$ cat config.mk
export PLATFORM = sky130hd
export DESIGN_NAME = nan_pick_unit
export DESIGN_NICKNAME = d
export VERILOG_FILES = /design/src/rtl/nanp_pkg.sv /design/src/rtl/nanp_sigcmp.sv /design/src/rtl/nanp_resolve.sv /design/src/rtl/nanp_stage.sv /design/src/rtl/nan_pick_unit.sv
export SDC_FILE = /design/constraint.sdc
export NUM_CORES = 1
export LEC_CHECK = 0
export BUFFER_PORTS_ARGS = -buffer_cell sky130_fd_sc_hd__buf_2
export CAP_MARGIN = 5
export CORE_AREA = 4 4 124 126
export CTS_BUF_LIST = sky130_fd_sc_hd__clkbuf_4 sky130_fd_sc_hd__clkbuf_8
export DETAILED_ROUTE_END_ITERATION = 12
export DIE_AREA = 0 0 128 130
export GPL_TIMING_DRIVEN = 0
export PLACE_DENSITY_LB_ADDON = 0.3
export SYNTH_ARGS = -nofsm -noshare
export SYNTH_HDL_FRONTEND = slang
export SYNTH_SLANG_ARGS = --single-unit
export TNS_END_PERCENT = 1
$ cat constraint.sdc
create_clock -name clk -period 0.9 [get_ports clk]
set_input_delay 0.135 -clock clk [delete_from_list [all_inputs] [get_ports clk]]
set_output_delay 0.135 -clock clk [all_outputs]
set_load 0.01 [all_outputs]
$ cat src/rtl/nanp_pkg.sv
package nanp_pkg;
  localparam int EXP_W     = 15;
  localparam int SIG_W     = 64;
  localparam int INT_BIT   = SIG_W - 1;
  localparam int QUIET_BIT = SIG_W - 2;
  localparam int XREAL_W   = 1 + EXP_W + SIG_W;

  typedef struct packed {
    logic             sign;
    logic [EXP_W-1:0] exp;
    logic [SIG_W-1:0] sig;
  } xreal_t;

  typedef enum logic [1:0] {
    PICK_A    = 2'd0,
    PICK_B    = 2'd1,
    PICK_DFLT = 2'd2,
    PICK_QNAN = 2'd3
  } pick_e;

  // Fixed quiet NaN used for unsupported encodings: negative, all-ones exponent,
  // integer and quiet bits set.
  function automatic xreal_t quiet_default();
    xreal_t q;
    q.sign = 1'b1;
    q.exp  = '1;
    q.sig  = '0;
    q.sig[INT_BIT]   = 1'b1;
    q.sig[QUIET_BIT] = 1'b1;
    return q;
  endfunction
endpackage

$ cat src/rtl/nanp_sigcmp.sv
module nanp_sigcmp #(
  parameter int W = 64
) (
  input  logic [W-1:0] lhs,
  input  logic [W-1:0] rhs,
  output logic         lhs_gt,
  output logic         both_eq
);
  always_comb begin
    lhs_gt  = (lhs > rhs);
    both_eq = (lhs == rhs);
  end
endmodule

$ cat src/rtl/nanp_resolve.sv
module nanp_resolve
  import nanp_pkg::*;
(
  input  xreal_t op_a,
  input  logic   a_nan,
  input  xreal_t op_b,
  input  logic   b_nan,
  input  xreal_t dflt,
  input  logic   inv_mask,
  input  logic   a_gt_b,
  input  logic   a_eq_b,
  output xreal_t nxt_val,
  output logic   nxt_we,
  output logic   nxt_inv,
  output logic   nxt_unm
);
  logic   a_unsup, b_unsup, any_unsup, any_nan, snan;
  pick_e  pick;
  xreal_t picked, fixed;

  always_comb begin
    a_unsup   = a_nan & ~op_a.sig[INT_BIT];
    b_unsup   = b_nan & ~op_b.sig[INT_BIT];
    any_unsup = a_unsup | b_unsup;
    any_nan   = a_nan | b_nan;
  end

  // Which operand carries the NaN payload, and whether the input is signalling.
  always_comb begin
    pick = PICK_QNAN;
    snan = 1'b0;
    if (a_nan && b_nan) begin
      snan = ~(op_a.sig[QUIET_BIT] & op_b.sig[QUIET_BIT]);
      if (a_gt_b)      pick = PICK_A;
      else if (a_eq_b) pick = PICK_DFLT;
      else             pick = PICK_B;
    end else if (a_nan) begin
      snan = ~op_a.sig[QUIET_BIT];
      pick = PICK_A;
    end else if (b_nan) begin
      snan = ~op_b.sig[QUIET_BIT];
      pick = PICK_B;
    end
  end

  always_comb begin
    unique case (pick)
      PICK_A:    picked = op_a;
      PICK_B:    picked = op_b;
      PICK_DFLT: picked = dflt;
      default:   picked = quiet_default();
    endcase
    fixed = picked.sig[INT_BIT] ? picked : quiet_default();
  end

  always_comb begin
    nxt_val = fixed;
    nxt_we  = 1'b0;
    nxt_inv = 1'b0;
    nxt_unm = 1'b0;
    if (!any_nan) begin
      nxt_we = 1'b0;
    end else if (any_unsup) begin
      nxt_val = quiet_default();
      nxt_inv = 1'b1;
      nxt_we  = inv_mask;
      nxt_unm = ~inv_mask;
    end else if (snan && !inv_mask) begin
      nxt_inv = 1'b1;
      nxt_unm = 1'b1;
    end else begin
      nxt_we = 1'b1;
      nxt_inv = snan;
      nxt_val.sig[QUIET_BIT] = fixed.sig[QUIET_BIT] | snan;
    end
  end
endmodule

$ cat src/rtl/nanp_stage.sv
module nanp_stage
  import nanp_pkg::*;
(
  input  logic   clk,
  input  logic   rst_n,
  input  logic   load_en,
  input  xreal_t nxt_val,
  input  logic   nxt_we,
  input  logic   nxt_inv,
  input  logic   nxt_unm,
  output logic   q_valid,
  output xreal_t q_val,
  output logic   q_we,
  output logic   q_inv,
  output logic   q_unm
);
  xreal_t val_d;
  logic   vld_d, we_d, inv_d, unm_d;

  always_comb begin
    val_d = load_en ? nxt_val : q_val;
    vld_d = load_en;
    we_d  = load_en & nxt_we;
    inv_d = load_en & nxt_inv;
    unm_d = load_en & nxt_unm;
  end

  // Data path: no reset, loads under its enable.
  always_ff @(posedge clk) begin
    q_val <= val_d;
  end

  always_ff @(posedge clk or negedge rst_n) begin
    if (!rst_n) begin
      q_valid <= 1'b0;
      q_we    <= 1'b0;
      q_inv   <= 1'b0;
      q_unm   <= 1'b0;
    end else begin
      q_valid <= vld_d;
      q_we    <= we_d;
      q_inv   <= inv_d;
      q_unm   <= unm_d;
    end
  end
endmodule

$ cat src/rtl/nan_pick_unit.sv
module nan_pick_unit
  import nanp_pkg::*;
(
  input  logic                      clk,
  input  logic                      rst_n,
  input  logic                      in_valid,
  input  logic                      a_sign,
  input  logic [nanp_pkg::EXP_W-1:0] a_exp,
  input  logic [nanp_pkg::SIG_W-1:0] a_sig,
  input  logic                      a_nan,
  input  logic                      b_sign,
  input  logic [nanp_pkg::EXP_W-1:0] b_exp,
  input  logic [nanp_pkg::SIG_W-1:0] b_sig,
  input  logic                      b_nan,
  input  logic                      inv_mask,
  input  logic                      dnan_sign,
  input  logic [nanp_pkg::EXP_W-1:0] dnan_exp,
  input  logic [nanp_pkg::SIG_W-1:0] dnan_sig,
  output logic                      out_valid,
  output logic                      res_sign,
  output logic [nanp_pkg::EXP_W-1:0] res_exp,
  output logic [nanp_pkg::SIG_W-1:0] res_sig,
  output logic                      res_we,
  output logic                      inv_req,
  output logic                      inv_unmasked
);
  xreal_t op_a, op_b, dflt, nxt_val, q_val;
  logic   a_gt_b, a_eq_b, nxt_we, nxt_inv, nxt_unm;

  always_comb begin
    op_a = '{sign: a_sign, exp: a_exp, sig: a_sig};
    op_b = '{sign: b_sign, exp: b_exp, sig: b_sig};
    dflt = '{sign: dnan_sign, exp: dnan_exp, sig: dnan_sig};
  end

  nanp_sigcmp #(.W(SIG_W)) u_cmp (
    .lhs     (a_sig),
    .rhs     (b_sig),
    .lhs_gt  (a_gt_b),
    .both_eq (a_eq_b)
  );

  nanp_resolve u_res (
    .op_a     (op_a),
    .a_nan    (a_nan),
    .op_b     (op_b),
    .b_nan    (b_nan),
    .dflt     (dflt),
    .inv_mask (inv_mask),
    .a_gt_b   (a_gt_b),
    .a_eq_b   (a_eq_b),
    .nxt_val  (nxt_val),
    .nxt_we   (nxt_we),
    .nxt_inv  (nxt_inv),
    .nxt_unm  (nxt_unm)
  );

  nanp_stage u_stg (
    .clk     (clk),
    .rst_n   (rst_n),
    .load_en (in_valid),
    .nxt_val (nxt_val),
    .nxt_we  (nxt_we),
    .nxt_inv (nxt_inv),
    .nxt_unm (nxt_unm),
    .q_valid (out_valid),
    .q_val   (q_val),
    .q_we    (res_we),
    .q_inv   (inv_req),
    .q_unm   (inv_unmasked)
  );

  always_comb begin
    res_sign = q_val.sign;
    res_exp  = q_val.exp;
    res_sig  = q_val.sig;
  end
endmodule

==> results.json <==
{
  "start_kind": "input port",
  "final_cell_mix": "buf_2, nand2_1, edfxtp_1",
  "areaGrowthSynthToFinish_pct": 53.48,
  "grt_overflow_total": 0,
  "required_ns": 1.03,
  "ys_seq_area_frac": 0.4186,
  "synth.top_cell.area_share": 0.4016,
  "syn_area_per_cell_sq_um": 8.950,
  "ys_types": 45,
  "drive_above_1_share": 0.4634,
  "root_buffer": "clkbuf_8",
  "core-area_sq_um": 14310,
  "p_switching_mw": 3.509,
  "synthArstFlopShare": 0.04819,
  "cts_max_level": 3,
  "rsz0062_at_grt": "true",
  "detail_route.wl_per_cell_um": 18.55,
  "synth_area_leaders": "edfxtp_1, ha_1, nand2_1, a31oi_1, nand3_1",
  "setup_tns_ns": -121.95,
  "dp.final_hpwl_mm": 17.08,
  "post_dp_cell_area_sq_um": 8023,
  "place.gp.congestion": 0.8719,
  "timing.hold.ws_ns": 0.05724,
  "synthCells": 660,
  "setup_violations": 162,
  "syn_nets": 971,
  "synth_flop_cell": "edfxtp_1",
  "die_y_um": 130,
  "finalCritPeriodShare": 2.695,
  "layout.cells.most_common": "buf_2",
  "relSlewSlack": 0.6658,
  "ant_nets": 0,
  "critPathKind": "in2reg",
  "clk_pin_slew_ns": 0.10,
  "grt_pass1_wl_mm": 33.24,
  "final_core_util": 0.6334,
  "cp_max_fo": 5,
  "drc_errors": 0,
  "num_vias": 6730,
  "failed_checks": "negative setup slack",
  "drt_iter0_drc": 378,
  "p_comb_frac": 0.324,
  "peakVddDrop_mv": 0.6625,
  "wl_mm": 22.71,
  "holdCritPathClass": "in2reg",
  "dieArea_sq_um": 16640,
  "synth_edf_count": 79,
  "powerDensity_nw_per_um2": 1197,
  "sw_frac_of_total": 0.3234,
  "fin_crit_ns": 2.426,
  "crit_path_end_kind": "flop",
  "grt_pass1_vias": 6360,
  "timing.final.max_slew_violations": 0,
  "tightest_slew_ns": 0.5013,
  "antenna_found_initial": 2,
  "cap_violations": 0,
  "dr.pass1.iters": 5,
  "finalNetCount": 1344,
  "clock_sinks": 83,
  "syn-cell-area_sq_um": 5907,
  "io_pins": 330,
  "pwr-share-seq": 0.434,
  "fin_area_sq_um": 9066,
  "p_int_mw": 7.342,
  "grt_max_degree": 47,
  "fin_cells": 1224,
  "numCtsBuffers": 9,
  "grt_usage": 0.2577,
  "fmax_mhz": 412.3,
  "portBuffers": 328,
  "via_per_inst": 5.498,
  "synth.largest_area_cell": "edfxtp_1",
  "initial_utilization": 0.4127,
  "finalHoldViolations": 0,
  "fin_ws_ns": -1.526,
  "cts_tree": "yes",
  "yosys_warnings": 0,
  "outcome": "finished with violations",
  "ys_seq_elements": 83,
  "dieWidth_um": 128,
  "rows": 44,
  "dp_cells": 1173,
  "clkPwrFrac": 0.242,
  "cp.arrival_ns": 2.55,
  "power.leakage_nw": 4.194,
  "clock_path_buffers": 2
}
Yosys cell counts (2+ instances only):
| master | number |
|---|---|
| a31oi_1 | 62 |
| nor3b_1 | 2 |
| nand3_1 | 68 |
| nand4_1 | 15 |
| buf_2 | 18 |
| ha_1 | 65 |
| nor2b_1 | 2 |
| a21o_1 | 16 |
| o21ai_1 | 2 |
| a221o_1 | 19 |
| clkbuf_1 | 18 |
| nor2_1 | 6 |
| nor4_2 | 2 |
| nand2_1 | 143 |
| inv_1 | 70 |
| o21ai_0 | 10 |
| a211oi_1 | 2 |
| a221oi_1 | 2 |
| a21oi_1 | 27 |
| dfrtp_1 | 4 |
| buf_6 | 2 |
| nor3_1 | 4 |
| edfxtp_1 | 79 |
layout make-up:
class | instances | area [sq um]
antenna | 2 | 5.005
buffer | 39 | 354.1
clock buffer | 9 | 123.9
clock inverter | 7 | 51.30
fill | 1242 | 5248
inverter | 70 | 275.3
multi-input combinational | 468 | 3418
sequential | 83 | 2472
tap | 184 | 230.2
timing repair buffer | 362 | 2136
path summary, 6_finish.rpt:
check | startpoint | cells past startpoint | slack [ns] | end
worst max-delay path | a_sig[61] | 13 | -1.53 | u_stg.q_val[73]$_DFFE_PP_
worst min-delay path | inv_mask | 3 | 0.06 | u_stg.q_we$_DFF_PN0_
max in group asynchronous | rst_n | 2 | 0.69 | u_stg.q_valid$_DFF_PN0_
min in group asynchronous | rst_n | 2 | 0.09 | u_stg.q_we$_DFF_PN0_
flip-flops by register name (all words and copies together), names as in the netlist:
| register | count |
|---|---|
| u_stg.q_inv | 1 |
| u_stg.q_we | 1 |
| u_stg.q_unm | 1 |
| u_stg.q_valid | 1 |
| u_stg.q_val | 79 |
critical path, stage by stage:
cell	delay, ns
buf_2	0.13
ha_1	0.30
nand4_1	0.18
buf_4	0.15
nor3_1	0.04
a22oi_1	0.17
and3_1	0.19
o21ai_1	0.09
or3_4	0.39
buf_6	0.15
and2_4	0.18
buf_6	0.13
a221o_1	0.31
repair_timing:
| item | CTS | global route |
|---|---|---|
| pin swaps | 37 | 34 |
| gates resized for setup | 107 | 49 |
| setup endpoints to repair | 162 | 183 |
| cloned | 4 | 0 |
| setup buffers | 26 | 2 |
| hold endpoints to repair | 5 | 0 |
| hold buffers | 2 | 0 |
power by group through the flow:
stage / clock (mW) / combinational, mW / sequential [mW]
finish: 2.63 / 3.51 / 4.71
global route: 2.81 / 3.83 / 4.74
CTS: 2.67 / 3.36 / 4.71
detailed placement: 0 / 2.97 / 4.80
global placement: 0 / 2.93 / 4.80
floorplan: 0 / 1.28 / 5.01
kinds of logic after synthesis:
group / synth area share
flops: 0.4186
buf+inv: 0.07689
simple gates: 0.1928
mux: 0.001695
other cells: 0.0006348
fa+ha+maj: 0.1377
compound gates: 0.1718
per-stage QoR:
step / setup slack [ns] / power, mW
final: -1.526 / 10.85
after global routing: -1.604 / 11.39
after CTS: -1.482 / 10.74
after detailed placement: -2.559 / 7.770
after global placement: -2.528 / 7.730
after floorplan: -1.629 / 6.292
per-layer routing:
metal	up-vias	GRT usage	wire, um
met5	-	0	7
met4	2	0.1086	697
met3	60	0.06140	2235
met2	408	0.4452	11360
met1	3084	0.3087	8410
li1	3176	-	-
(Power assumes the default switching activity.)
